==> config.mk <==
export PLATFORM = sky130hd
export DESIGN_NAME = serport_regs
export DESIGN_NICKNAME = d
export VERILOG_FILES = /design/src/rtl/serport_pkg.sv /design/src/rtl/serport_rxq.sv /design/src/rtl/serport_irq.sv /design/src/rtl/serport_regs.sv
export SDC_FILE = /design/constraint.sdc
export NUM_CORES = 1
export LEC_CHECK = 0
export BUFFER_PORTS_ARGS = -buffer_cell sky130_fd_sc_hd__buf_2
export CAP_MARGIN = 20
export CORE_ASPECT_RATIO = 1.1
export CORE_MARGIN = 1
export CORE_UTILIZATION = 35
export CTS_CLUSTER_SIZE = 14
export DETAILED_ROUTE_END_ITERATION = 12
export PLACE_DENSITY = 0.55
export SYNTH_ARGS = -nofsm -noshare
export SYNTH_HDL_FRONTEND = slang
export SYNTH_SLANG_ARGS = --single-unit
==> constraint.sdc <==
create_clock -name clk -period 5.73 [get_ports clk]
set_input_delay 0.8595 -clock clk [delete_from_list [all_inputs] [get_ports clk]]
set_output_delay 0.8595 -clock clk [all_outputs]
set_load 0.02 [all_outputs]
==> src/rtl/serport_pkg.sv <==
package serport_pkg;

    // word indices (byte offset / 4); these positions are decoded by software
    localparam int unsigned IDX_TXCTL  = 0;
    localparam int unsigned IDX_TXDMA  = 1;
    localparam int unsigned IDX_RXCTL  = 2;
    localparam int unsigned IDX_DOUT   = 7;
    localparam int unsigned IDX_STPOP  = 8;
    localparam int unsigned IDX_STPEEK = 9;
    localparam int unsigned IDX_MASK   = 11;
    localparam int unsigned IDX_ACK    = 12;
    localparam int unsigned IDX_RAW    = 13;
    localparam int unsigned IDX_MSKD   = 14;

    // status word bit positions
    localparam int unsigned ST_DAV  = 16;
    localparam int unsigned ST_IDLE = 22;
    localparam int unsigned ST_RDY  = 24;

    localparam int unsigned RX_EN_BIT  = 3;
    localparam int unsigned IRQ_RX_BIT = 3;

    localparam logic [31:0] RXCTL_RST = 32'h0001_0000;

    typedef enum logic [1:0] {
        RXQ_EMPTY = 2'd0,
        RXQ_PART  = 2'd1,
        RXQ_FULL  = 2'd2
    } rxq_state_e;

    typedef enum logic {
        TXF_IDLE = 1'b0,
        TXF_PEND = 1'b1
    } txf_state_e;

endpackage

==> src/rtl/serport_rxq.sv <==
module serport_rxq
    import serport_pkg::*;
#(
    parameter int unsigned DEPTH  = 16,
    parameter int unsigned DATA_W = 8,
    localparam int unsigned PW    = $clog2(DEPTH),
    localparam int unsigned CW    = PW + 1
) (
    input  logic              clk,
    input  logic              rst_n,
    input  logic              push,
    input  logic [DATA_W-1:0] push_data,
    input  logic              pop,
    output logic [DATA_W-1:0] head,
    output logic [CW-1:0]     count,
    output logic              empty,
    output logic              full
);

    rxq_state_e        state_q, state_n;
    logic [CW-1:0]     cnt_q, cnt_n;
    logic [PW-1:0]     wr_q, rd_q;
    logic [DATA_W-1:0] mem [DEPTH];

    function automatic logic [PW-1:0] bump(input logic [PW-1:0] p);
        return (p == PW'(DEPTH - 1)) ? '0 : p + 1'b1;
    endfunction

    assign cnt_n = cnt_q + CW'(push) - CW'(pop);

    // next-state logic
    always_comb begin
        state_n = state_q;
        unique case (state_q)
            RXQ_EMPTY: if (push) state_n = (cnt_n == CW'(DEPTH)) ? RXQ_FULL : RXQ_PART;
            RXQ_PART: begin
                if (cnt_n == CW'(DEPTH))  state_n = RXQ_FULL;
                else if (cnt_n == '0)     state_n = RXQ_EMPTY;
            end
            RXQ_FULL:  if (pop && !push) state_n = RXQ_PART;
            default:   state_n = RXQ_EMPTY;
        endcase
    end

    // state register
    always_ff @(posedge clk) begin
        if (!rst_n) begin
            state_q <= RXQ_EMPTY;
            cnt_q   <= '0;
            wr_q    <= '0;
            rd_q    <= '0;
        end else begin
            state_q <= state_n;
            cnt_q   <= cnt_n;
            if (push) wr_q <= bump(wr_q);
            if (pop)  rd_q <= bump(rd_q);
        end
    end

    always_ff @(posedge clk) begin
        if (push) mem[wr_q] <= push_data;
    end

    // outputs
    always_comb begin
        head  = mem[rd_q];
        count = cnt_q;
        empty = (state_q == RXQ_EMPTY);
        full  = (state_q == RXQ_FULL);
    end


    fifo_bound_chk: assert property (@(posedge clk) disable iff (!rst_n)
        cnt_q <= CW'(DEPTH));

    full_state_chk: assert property (@(posedge clk) disable iff (!rst_n)
        (state_q == RXQ_FULL) == (cnt_q == CW'(DEPTH)));

    no_push_full_chk: assert property (@(posedge clk) disable iff (!rst_n)
        full |-> !push);

    pop_push_chk: assert property (@(posedge clk) disable iff (!rst_n)
        (push && pop) |=> $stable(cnt_q));

endmodule

==> src/rtl/serport_irq.sv <==
module serport_irq
    import serport_pkg::*;
#(
    parameter int unsigned REG_W = 32
) (
    input  logic             clk,
    input  logic             rst_n,
    input  logic             tx_wr,
    input  logic             ack_wr,
    input  logic             raw_wr,
    input  logic [REG_W-1:0] wdata,
    input  logic             rx_nonempty,
    input  logic [REG_W-1:0] mask,
    output logic [REG_W-1:0] raw,
    output logic [REG_W-1:0] masked,
    output logic [REG_W-1:0] ack_val,
    output logic             irq
);

    txf_state_e       state_q, state_n;
    logic [REG_W-1:0] raw_q, ack_q, ack_eff;

    // value actually applied by an acknowledge write
    always_comb begin
        ack_eff = wdata;
        if (state_q == TXF_PEND) ack_eff[0] = 1'b0;
    end

    // next-state logic
    always_comb begin
        state_n = state_q;
        unique case (state_q)
            TXF_IDLE: if (tx_wr)  state_n = TXF_PEND;
            TXF_PEND: if (ack_wr) state_n = TXF_IDLE;
            default:  state_n = TXF_IDLE;
        endcase
    end

    // state register
    always_ff @(posedge clk) begin
        if (!rst_n) begin
            state_q <= TXF_IDLE;
            raw_q   <= '0;
            ack_q   <= '0;
        end else begin
            state_q <= state_n;
            if (tx_wr) begin
                raw_q <= raw_q | REG_W'(3);
            end else if (ack_wr) begin
                raw_q <= raw_q & ~ack_eff;
                ack_q <= ack_eff;
            end else if (raw_wr) begin
                raw_q <= wdata;
            end
        end
    end

    // outputs
    always_comb begin
        raw             = raw_q;
        raw[IRQ_RX_BIT] = rx_nonempty;
        masked          = raw & mask;
        ack_val         = ack_q;
        irq             = |masked;
    end


    tx_set_chk: assert property (@(posedge clk) disable iff (!rst_n)
        tx_wr |=> (raw[1:0] == 2'b11 && state_q == TXF_PEND));

    ack_skip_chk: assert property (@(posedge clk) disable iff (!rst_n)
        (ack_wr && state_q == TXF_PEND) |=> raw_q[0] == $past(raw_q[0]));

    pend_clear_chk: assert property (@(posedge clk) disable iff (!rst_n)
        (ack_wr && !tx_wr) |=> state_q == TXF_IDLE);

endmodule

==> src/rtl/serport_regs.sv <==
module serport_regs
    import serport_pkg::*;
#(
    parameter int unsigned ADDR_W     = 6,
    parameter int unsigned FIFO_DEPTH = 16,
    parameter int unsigned DATA_W     = 8,
    localparam int unsigned IW        = ADDR_W - 2,
    localparam int unsigned NWORDS    = 1 << IW,
    localparam int unsigned CW        = $clog2(FIFO_DEPTH) + 1
) (
    input  logic              clk,
    input  logic              rst_n,
    input  logic [ADDR_W-1:0] bus_addr,
    input  logic              bus_rd,
    input  logic              bus_wr,
    input  logic [31:0]       bus_wdata,
    output logic [31:0]       bus_rdata,
    input  logic [DATA_W-1:0] rx_data,
    input  logic              rx_valid,
    output logic              rx_ready,
    output logic [DATA_W-1:0] tx_data,
    output logic              tx_valid,
    output logic              irq
);

    logic [IW-1:0]     idx;
    logic [31:0]       store_q [NWORDS];
    logic              push, pop, q_empty, q_full, rx_en;
    logic [DATA_W-1:0] q_head;
    logic [CW-1:0]     q_cnt;
    logic [31:0]       raw, masked, ack_val, status;
    logic              tx_wr, ack_wr, raw_wr;
    logic [DATA_W-1:0] tx_q;
    logic              txv_q;

    function automatic logic is_stored(input int unsigned i);
        return !(i == IDX_STPOP || i == IDX_STPEEK || i == IDX_ACK ||
                 i == IDX_RAW   || i == IDX_MSKD);
    endfunction

    assign idx    = bus_addr[ADDR_W-1:2];
    assign rx_en  = store_q[IDX_RXCTL][RX_EN_BIT];
    assign rx_ready = rx_en && !q_full;
    assign push   = rx_valid && rx_ready;
    assign pop    = bus_rd && (idx == IW'(IDX_STPOP)) && !q_empty;
    assign tx_wr  = bus_wr && (idx == IW'(IDX_DOUT));
    assign ack_wr = bus_wr && (idx == IW'(IDX_ACK));
    assign raw_wr = bus_wr && (idx == IW'(IDX_RAW));

    serport_rxq #(.DEPTH(FIFO_DEPTH), .DATA_W(DATA_W)) u_rxq (
        .clk       (clk),
        .rst_n     (rst_n),
        .push      (push),
        .push_data (rx_data),
        .pop       (pop),
        .head      (q_head),
        .count     (q_cnt),
        .empty     (q_empty),
        .full      (q_full)
    );

    serport_irq #(.REG_W(32)) u_irq (
        .clk         (clk),
        .rst_n       (rst_n),
        .tx_wr       (tx_wr),
        .ack_wr      (ack_wr),
        .raw_wr      (raw_wr),
        .wdata       (bus_wdata),
        .rx_nonempty (!q_empty),
        .mask        (store_q[IDX_MASK]),
        .raw         (raw),
        .masked      (masked),
        .ack_val     (ack_val),
        .irq         (irq)
    );

    // plain storage words
    always_ff @(posedge clk) begin
        for (int unsigned i = 0; i < NWORDS; i++) begin
            if (!rst_n)
                store_q[i] <= (i == IDX_RXCTL) ? RXCTL_RST : '0;
            else if (bus_wr && idx == IW'(i) && is_stored(i))
                store_q[i] <= bus_wdata;
        end
    end

    // transmit byte stream
    always_ff @(posedge clk) begin
        if (!rst_n) begin
            txv_q <= 1'b0;
            tx_q  <= '0;
        end else begin
            txv_q <= tx_wr;
            if (tx_wr) tx_q <= bus_wdata[DATA_W-1:0];
        end
    end
    assign tx_valid = txv_q;
    assign tx_data  = tx_q;

    // status word and read mux
    always_comb begin
        status                 = '0;
        status[DATA_W-1:0]     = q_head;
        status[ST_DAV]         = !q_empty;
        status[ST_IDLE]        = 1'b1;
        status[ST_RDY]         = 1'b1;
        case (idx)
            IW'(IDX_STPOP), IW'(IDX_STPEEK): bus_rdata = status;
            IW'(IDX_RAW):                    bus_rdata = raw;
            IW'(IDX_MSKD):                   bus_rdata = masked;
            IW'(IDX_ACK):                    bus_rdata = ack_val;
            default:                         bus_rdata = store_q[idx];
        endcase
    end


    tx_out_chk: assert property (@(posedge clk) disable iff (!rst_n)
        tx_wr |=> (tx_valid && tx_data == $past(bus_wdata[DATA_W-1:0])));

    peek_keep_chk: assert property (@(posedge clk) disable iff (!rst_n)
        (bus_rd && idx == IW'(IDX_STPEEK) && !push) |=> $stable(q_cnt));

    rx_off_chk: assert property (@(posedge clk) disable iff (!rst_n)
        (!store_q[IDX_RXCTL][RX_EN_BIT] && !pop) |=> $stable(q_cnt));

endmodule

Yosys cells after proc, flatten, opt, wreduce, memory -nomap -nowiden
Memories as Yosys holds them, arrays and structs flattened. A register that Yosys moved wholly into a read port is not among the register bits.
Index checks and enable logic that the tools add are counted.

cells by class
  $add $sub $neg = 4
  equal/unequal tests = 23
  mux-type cells = 64
  bitwise logic cells = 16
  reduce and logical (&&, ||, !) cells = 31

operator list
  operator                                                          count
  32-bit 2-to-1 mux                                                 13
  32-bit one-hot mux with 4 select lines                            1
  32-bit bitwise AND                                                2
  4-bit == test (second input constant)                             10
  1-bit 2-to-1 mux                                                  38
  32-bit inverter                                                   1
  32-bit OR reduction                                               1
  1-bit logical AND                                                 18
  4-bit by 3-bit == test with 1-bit output (second input constant)  4
  4-bit 2-to-1 mux                                                  4
  2-bit 2-to-1 mux                                                  6
  1-bit OR                                                          11
  4-bit by 1-bit adder with 4-bit output (second input constant)    2
  4-bit by 2-bit == test with 1-bit output (second input constant)  2
  2-bit one-hot mux with 3 select lines                             1
  5-bit by 1-bit adder with 5-bit output                            1
  5-bit == test (second input constant)                             1
  5-bit zero test                                                   1
  5-bit by 1-bit subtractor with 5-bit output                       1
  4-bit by 1-bit == test with 1-bit output (second input constant)  1
  4-bit zero test                                                   1
  2-bit by 1-bit != test with 1-bit output (second input constant)  2
  2-bit AND reduction                                               2
  1-bit zero test                                                   3
  other kinds (10)                                                  11

word-level totals
  bits in registers = 89
  bits in writable memories = 640
  input bits = 51
  output and inout port bits = 43
  memories = 2

memories
  name       words  bits a word  read ports  clocked after Yosys merged registers in  write ports  RTL line            text
  store_q    16     32           3           0                                        16           serport_regs.sv:27  logic [31:0] store_q [NWORDS];
  u_rxq.mem  16     8            1           1                                        1            serport_rxq.sv:23   logic [DATA_W-1:0] mem [DEPTH];

Depth between registers and ports, before layout
Gate-level depths: netlist of the first run.

  depth in word-level cells = 10
  gate-level depth with buffers = 13

Modules after synthesis
From an unflattened synthesis of the first run, not the netlist that was laid out.

unflattened totals
  cell total of the unflattened synthesis = 1920
  area, all modules = 26225.2 um2

modules (own cells, without submodules)
  module        times used  cells each  area an instance (um2)  seq. area each (um2)
  serport_regs  1           1237        17347.9                 10750.3
  serport_rxq   1           321         5965.7                  4224.1
  serport_irq   1           362         2911.5                  1281.2

Least setup slack after synthesis of the first run
Ideal clock, no wire load.

  path kind = input-to-reg
  from = in bus_addr[2]
  to = mem store_q[0][0] (enable)
  setup time = 0.466 ns
  arrival = 3.839 ns
  required time = 5.264 ns
  path slack = 1.426 ns
  stages = 6
  path through = buf_6 buf_6 buf_2 nor2_1 nand2_1 o21ai_0

RTL lines
  element      RTL line            text
  from (decl)  serport_regs.sv:13  input logic [ADDR_W-1:0] bus_addr,
  to (decl)    serport_regs.sv:27

Worst setup path after layout of the first run
  from = in bus_addr[4]
  to = out bus_rdata[16]

on the way
  word-level cells in the longest chain between the ends = 3

RTL lines
  element                                                          RTL line             text
  branches (longest 2 deep; another with memory read 16 x 32 bit)  -
  32-bit one-hot mux with 4 select lines (*)                       serport_regs.sv:107  case (idx)
  to (decl)                                                        serport_regs.sv:17   output logic [31:0] bus_rdata,

Mark *: on every way between the ends.

==> results of run 1 <==
-- cell type report --
type	count	area, sq um	area share (%)
antenna	1	2.50	0.00845
clock buffer	80	1660	5.60
clock inverter	35	344	1.16
inverter	8	30.0	0.101
multi-input combinational	1219	9260	31.2
sequential	572	16300	54.9
tap	954	1190	4.03
timing repair buffer	144	880	2.97
-- logic make-up after synthesis --
family	count (synthesis)
fa+ha+maj	10
simple gates	775
mux	169
buf+inv	176
flops	572
compound gates	259
xor+xnor	6
-- sequential cells by signal (all words and copies together), names as in the netlist, named ones only --
signal and flops:
u_rxq.mem 128, u_irq.ack_val 32, tx_valid 1, tx_data 8, u_rxq.wr_q 4, u_rxq.rd_q 4
u_rxq.state_q 2, u_irq.state_q 1, u_irq.raw_q 31, store_q 352, u_rxq.count 5
-- layer usage --
layer | track usage [%] | wire length [microns] | vias up
met5 | 0 | 66 | -
met4 | 6.66 | 2190 | 14
met3 | 3.27 | 4940 | 127
met2 | 33.0 | 35900 | 582
met1 | 25.2 | 30700 | 8312
li1 | - | - | 7329
-- worst reg2reg max path: cells and delay by family (launching register included) --
| family | cells | cell delay (ns) |
|---|---|---|
| compound gates | 1 | 0.15 |
| flops | 1 | 0.40 |
| fa+ha+maj | 2 | 0.62 |
| simple gates | 6 | 1.79 |
-- cells in the mapped netlist, types with 7 or more instances --
cell,number
o22ai_1,8
a211oi_1,10
nor3_1,8
a31oi_1,10
inv_1,7
a21oi_1,14
a2111oi_2,18
a22oi_1,13
nand2b_1,8
nor2b_1,24
buf_2,28
a21o_1,38
and3_1,34
nand2_1,187
clkbuf_1,117
mux2i_1,83
o21ai_0,18
a21boi_0,63
and2_1,335
a221oi_1,36
dfxtp_1,92
a2111oi_0,9
nand4_1,11
mux4_2,56
edfxtp_1,480
ha_1,9
nand3_1,42
mux4_1,23
nor2_1,110
buf_4,7
mux2_2,7
-- metrics by stage --
step	instance area [sq um]	hold WS [ns]	worst slack [ns]
after floorplan	26200	0.435	1.43
after CTS	29600	0.458	1.28
final	29600	0.458	1.25
after global placement	27600	0.442	1.25
after detailed placement	27600	0.449	1.28
after global routing	29600	0.476	1.05
-- worst paths after layout --
| kind | start | endpoint | slack, ns | depth (start not counted) |
|---|---|---|---|---|
| worst max-delay path | bus_addr[4] | bus_rdata[16] | 1.25 | 7 |
| worst min-delay path | u_irq.ack_val[5]$_SDFFE_PN0P_ | u_irq.ack_val[5]$_SDFFE_PN0P_ | 0.46 | 2 |
| worst max register to register | u_rxq.state_q[0]$_SDFFE_PN0P_ | u_rxq.state_q[1]$_SDFFE_PN0P_ | 2.72 | 9 |
| worst min register to register | u_irq.ack_val[5]$_SDFFE_PN0P_ | u_irq.ack_val[5]$_SDFFE_PN0P_ | 0.46 | 2 |
-- power by group through the flow --
stage / logic, uW / registers [uW] / clock network, uW
3_5_place_dp: 850 / 4850 / 0
5_1_grt: 907 / 4780 / 4200
4_1_cts: 853 / 4760 / 4050
3_3_place_gp: 836 / 4840 / 0
6_report: 846 / 4760 / 3980
2_1_floorplan: 532 / 4830 / 0
==> results.tsv, run 1 <==
stage	metric	value	unit
pwr	p_total	9580	uW
pwr	p_sw_share	23.9	%
pwr	p_int	7290	uW
routing	drtIter0Drc	1403	
sta	maxSlewHeadroom	24.8	%
sta	rsz0062_at_grt	no	
setup_path	worst-path-buf-inv	3	
clocking	root_buffer	clkbuf_16	
routing	ant_nets	0	
layout	syn2layout_area_growth	13.2	%
synthesis	synthFlopType	edfxtp_1	
synthesis	yosys_warnings	0	
sta	worstMarginPinSlew	1.12	ns
clocking	clock_latency	0.64	ns
synthesis	synth_edf_count	480	
synthesis	yosys.area_share.adder	0.507	%
floorplan	die_h	289	microns
setup_path	critical_path_required	4.87	ns
synthesis	yosysSeqAreaShare	62.1	%
synthesis	ys_ff_latch	572	
floorplan	dieArea	75800	sq um
floorplan	num_io_pins	94	
synthesis	synthXorXnorAreaFrac	0.201	%
clocking	cts_tree	built	
grt	grt_pass1_vias	16652	
setup_path	critPathSlowestCell	nor2_4	
sta	hold_viol_final	0	
synthesis	synth_compound_area_share	7.86	%
sta	finalSetupViolCount	0	
pwr	netSwitchingPower	2290	uW
synthesis	synthArstFlopShare	0	%
clocking	path_clk_slew	0.06	ns
synthesis	yosysTopAreaCell	edfxtp_1	
status	outcome	complete, no violations	
pwr	ir_drop	0.000230	V
hold_path	worstHoldPathType	reg -> reg	
synthesis	syn_area_per_cell	13.3	sq um
placement	io_buffer_count	91	
synthesis	postSynthCellCount	1967	
setup_path	crit_family	buffers and inverters	
synthesis	synth_area_leaders	edfxtp_1 (55%), and2_1 (8.0%), dfxtp_1 (7.0%), mux4_2 (4.8%), mux2i_1 (3.2%)	
sta	post-route-min-period	4.48	ns
sta	slew_violations	0	
synthesis	syn_area	26200	sq um
routing	firstDrtPassIters	6	
setup_path	endpoint_kind	output port	
pwr	p_leak	0.0105	uW
sta	clock_skew	0.0295	ns
grt	grt_overflow	0	
pwr	p_seq_share	49.7	%
layout	finalNonFillerCells	3013	
pwr	power_frac_comb	8.8	%
routing	wirelength	73900	microns
synthesis	syn_nets	2028	
clocking	cts_buffers	61	
setup_path	worst-path-max-fanout	30	
clocking	cts.sinks	572	
setup_path	cp-start-kind	primary input	
setup_path	cpMostUsedCell	buf_4	
clocking	cts_max_level	2	
layout	final_common_cell	edfxtp_1	
setup_path	worstPathCellList	buf_4, nand2_1, nor2_4, buf_4, a2111oi_0, a31oi_1, buf_2	
synthesis	yosysUniqueCellTypes	63	
clocking	cts_setup_buffers	0	
synthesis	synth_top_family_by_area	simple AND/OR/NAND/NOR gates	
floorplan	placementRows	104	
routing	vias_per_cell	5.43	
clocking	cts_buffer_depth	3	
grt	grt_pass1_wl	109000	microns
floorplan	core	73500	sq um
placement	post-dp-hpwl	46300	microns
sta	setup_tns	0	ns
setup_path	path_class	in -> out	
grt	grt_max_degree	72	
synthesis	muxShareOfSynthArea	10.6	%
clocking	cts_hold_buf	0	
routing	drc	0	
run	maxCapViolCount	0	
floorplan	die-width	263	microns
synthesis	yosys.area_share.simple	15.5	%
clocking	cts-resized-gates	0	
setup_path	critPathArrivalTime	3.62	ns
synthesis	synth_top_area_share	55.1	%
placement	dpl.cell_count	2896	
layout	final_cell_mix	edfxtp_1 (480), and2_1 (335), nand2_1 (185)	
grt	grt_use_total	19.4	%
setup_path	critPathMaxStageDelay	0.57	ns
layout	fillers	6805	
floorplan	initial_core_util	35.6	%
layout	nets	2067	
layout	drive_above_1_share	17.0	%
pwr	pwr-share-clk	41.5	%
layout	utilization	40.3	%
grt	antenna_found_initial	10	
sta	post-route-period-util	78.3	%
pwr	power_density	324	nW/um^2
placement	gp_congestion	0.793	
sta	fmax	0.223	GHz
routing	vias	16364	
routing	wl_per_cell	24.5	microns
No activity file was read; power rests on OpenSTA's default activity.
==> inputs of run 2 (changes only) <==
PLACE_DENSITY = 0.57   (was 0.55)
clock period = 4 ns   (was 5.73 ns; I/O delays follow)
==> run 2 against run 1 <==
Sequential cell count did not move. Combinational power is 44% higher. Critical path depth decreased by 2. Count of clock-buffer cells in the layout increased by 4. Largest power group unchanged. Register-to-register slack lost 1.8 ns. Clock skew shrank 0.013 ns. Die area stayed put.
==> results.tsv, run 2 (synthesized netlist as in run 1, its figures left out) <==
stage	metric	value	unit	change
grt	grt_use_total	19.1	%	-0.34 points
hold_path	hold_depth	3		+1
layout	antennaDiodeCount	0		-1
sta	fmax	0.264	GHz	
clocking	cts-resized-gates	0		unchanged
setup_path	path_class	reg -> out		
pwr	power_density	449	nW/um^2	+39%
sta	hold_viol_final	0		unchanged
routing	firstDrtPassIters	5		-1
layout	final_common_cell	edfxtp_1		
grt	antenna_found_initial	10		unchanged
grt	grt_pass1_wl	108000	microns	-1.6%
hold_path	worstHoldPathType	in -> reg		
routing	drtIter0Drc	1475		+5.1%
floorplan	die-width	263	microns	unchanged
sta	post-route-period-util	94.7	%	
grt	grt_max_degree	53		-26%
clocking	path_clk_slew	0.06	ns	about the same
floorplan	num_io_pins	94		unchanged
clocking	clock_latency	0.62	ns	-0.02 ns
placement	dpl.cell_count	2912		+0.55%
floorplan	die_h	289	microns	unchanged
layout	utilization	40.3	%	about the same
routing	drc	0		unchanged
setup_path	rr_startpoint	u_rxq.state_q[1]$_SDFFE_PN0P_		
clocking	cts_tree	built		
layout	stdcell_area	29600	sq um	about the same
layout	drive_above_1_share	16.9	%	-0.074 points
hold_path	holdPathEnd	u_irq.ack_val[28]$_SDFFE_PN0P_		
grt	grt_overflow	0		unchanged
clocking	cts_max_level	2		unchanged
clocking	cts_hold_buf	0		unchanged
sta	clock_skew	0.0169	ns	-0.0126 ns
layout	regMostFlops	store_q		
clocking	cts_buffer_depth	3		unchanged
setup_path	critical_path_required	3.40	ns	-1.47 ns
floorplan	initial_core_util	35.6	%	unchanged
status	outcome	complete, no violations		
placement	io_buffer_count	91		unchanged
grt	grt_pass1_vias	16575		-0.46%
floorplan	dieArea	75800	sq um	unchanged
run	maxCapViolCount	0		unchanged
sta	maxSlewHeadroom	31.2	%	+6.4 points
sta	post-route-min-period	3.79	ns	
pwr	ir_drop	0.000321	V	+40%
layout	final_cell_mix	edfxtp_1 (480), and2_1 (335), nand2_1 (185)		
clocking	cts_setup_buffers	0		unchanged
placement	post-dp-hpwl	44900	microns	-3.0%
hold_path	min_from	bus_wdata[28]		
layout	finalNonFillerCells	3021		+0.27%
pwr	p_leak	0.0104	uW	-0.12%
floorplan	placementRows	104		unchanged
layout	nets	2079		+0.58%
placement	dpl_cell_area	27800	sq um	+0.75%
setup_path	cp-start-kind	register		
floorplan	core	73500	sq um	unchanged
setup_path	critPathArrivalTime	3.19	ns	-0.43 ns
setup_path	r2r-end	u_rxq.state_q[1]$_SDFFE_PN0P_		
clocking	cts_buffers	58		-4.9%
setup_path	worst-path-max-fanout	18		-40%
setup_path	endpoint_kind	output port		
setup_path	rrSetupSlack	0.94	ns	-1.78 ns
routing	wl_per_cell	24.1	microns	-1.7%
routing	ant_nets	0		unchanged
clocking	root_buffer	clkbuf_16		
layout	largest_register_ffs	352		unchanged
routing	wirelength	72800	microns	-1.5%
layout	fillers	6804		-0.015%
placement	gp_congestion	0.828		+4.4%
routing	vias_per_cell	5.41		-0.48%
sta	rsz0062_at_grt	no		
sta	worstMarginPinSlew	1.03	ns	-0.0953 ns
routing	vias	16329		-0.21%
sta	slew_violations	0		unchanged
layout	syn2layout_area_growth	13.2	%	about the same
clocking	cts.sinks	572		unchanged
sta	finalSetupViolCount	0		unchanged
setup_path	r2r_cells	9		unchanged
run 2: how the worst max path moves through the flow:
| stage | from | endpoint | depth (start not counted) | slack [ns] |
|---|---|---|---|---|
| floorplan | bus_addr[2] | store_q[0][0]$_SDFFCE_PN0P_ | 6 | -0.04 |
| global placement | bus_addr[2] | bus_rdata[26] | 8 | 0.41 |
| detailed placement | bus_addr[2] | bus_rdata[26] | 8 | 0.42 |
| CTS | register | bus_rdata[3] | 5 | 0.20 |
| global route | register | bus_rdata[1] | 6 | 0.08 |
| finish | register | bus_rdata[3] | 5 | 0.21 |
run 2: area by class of cell:
cell class	count	area, sq um	share of cell area [%]
clock buffer	84	1590	5.37
clock inverter	25	213	0.718
inverter	8	30.0	0.101
multi-input combinational	1219	9260	31.3
sequential	572	16300	54.9
tap	954	1190	4.03
timing repair buffer	159	1070	3.61
run 2: worst max-delay path, cell delays in order, from the launching register on:
cell and delay [ns]:
dfxtp_1 0.84, clkinv_1 0.48, mux2i_1 0.21, o21ai_0 0.43, a2bb2oi_1 0.37, buf_2 0.24
run 2: per-layer routing:
layer	routed length (microns)	track usage (%)	share of wire (%)
met1	31100	25.0	43
met2	34800	32.0	48
met3	4600	3.44	6.3
met4	2210	6.50	3.0
met5	63	0	0.087
run 2: per-stage QoR:
step | hold WS [ns] | setup WS (ns) | setup TNS, ns | power (uW)
global route | 0.346 | 0.0834 | 0 | 13700
CTS | 0.315 | 0.196 | 0 | 13400
global placement | 0.440 | 0.406 | 0 | 8130
finish | 0.337 | 0.213 | 0 | 13300
floorplan | 0.435 | -0.0449 | -5.75 | 7680
detailed placement | 0.450 | 0.422 | 0 | 8170
run 2: where the power goes:
group / total [uW] / internal [uW] / switching (uW)
sequential: 6820 / 6720 / 101
clock: 5250 / 2950 / 2310
combinational: 1220 / 443 / 780
total: 13300 / 10100 / 3190
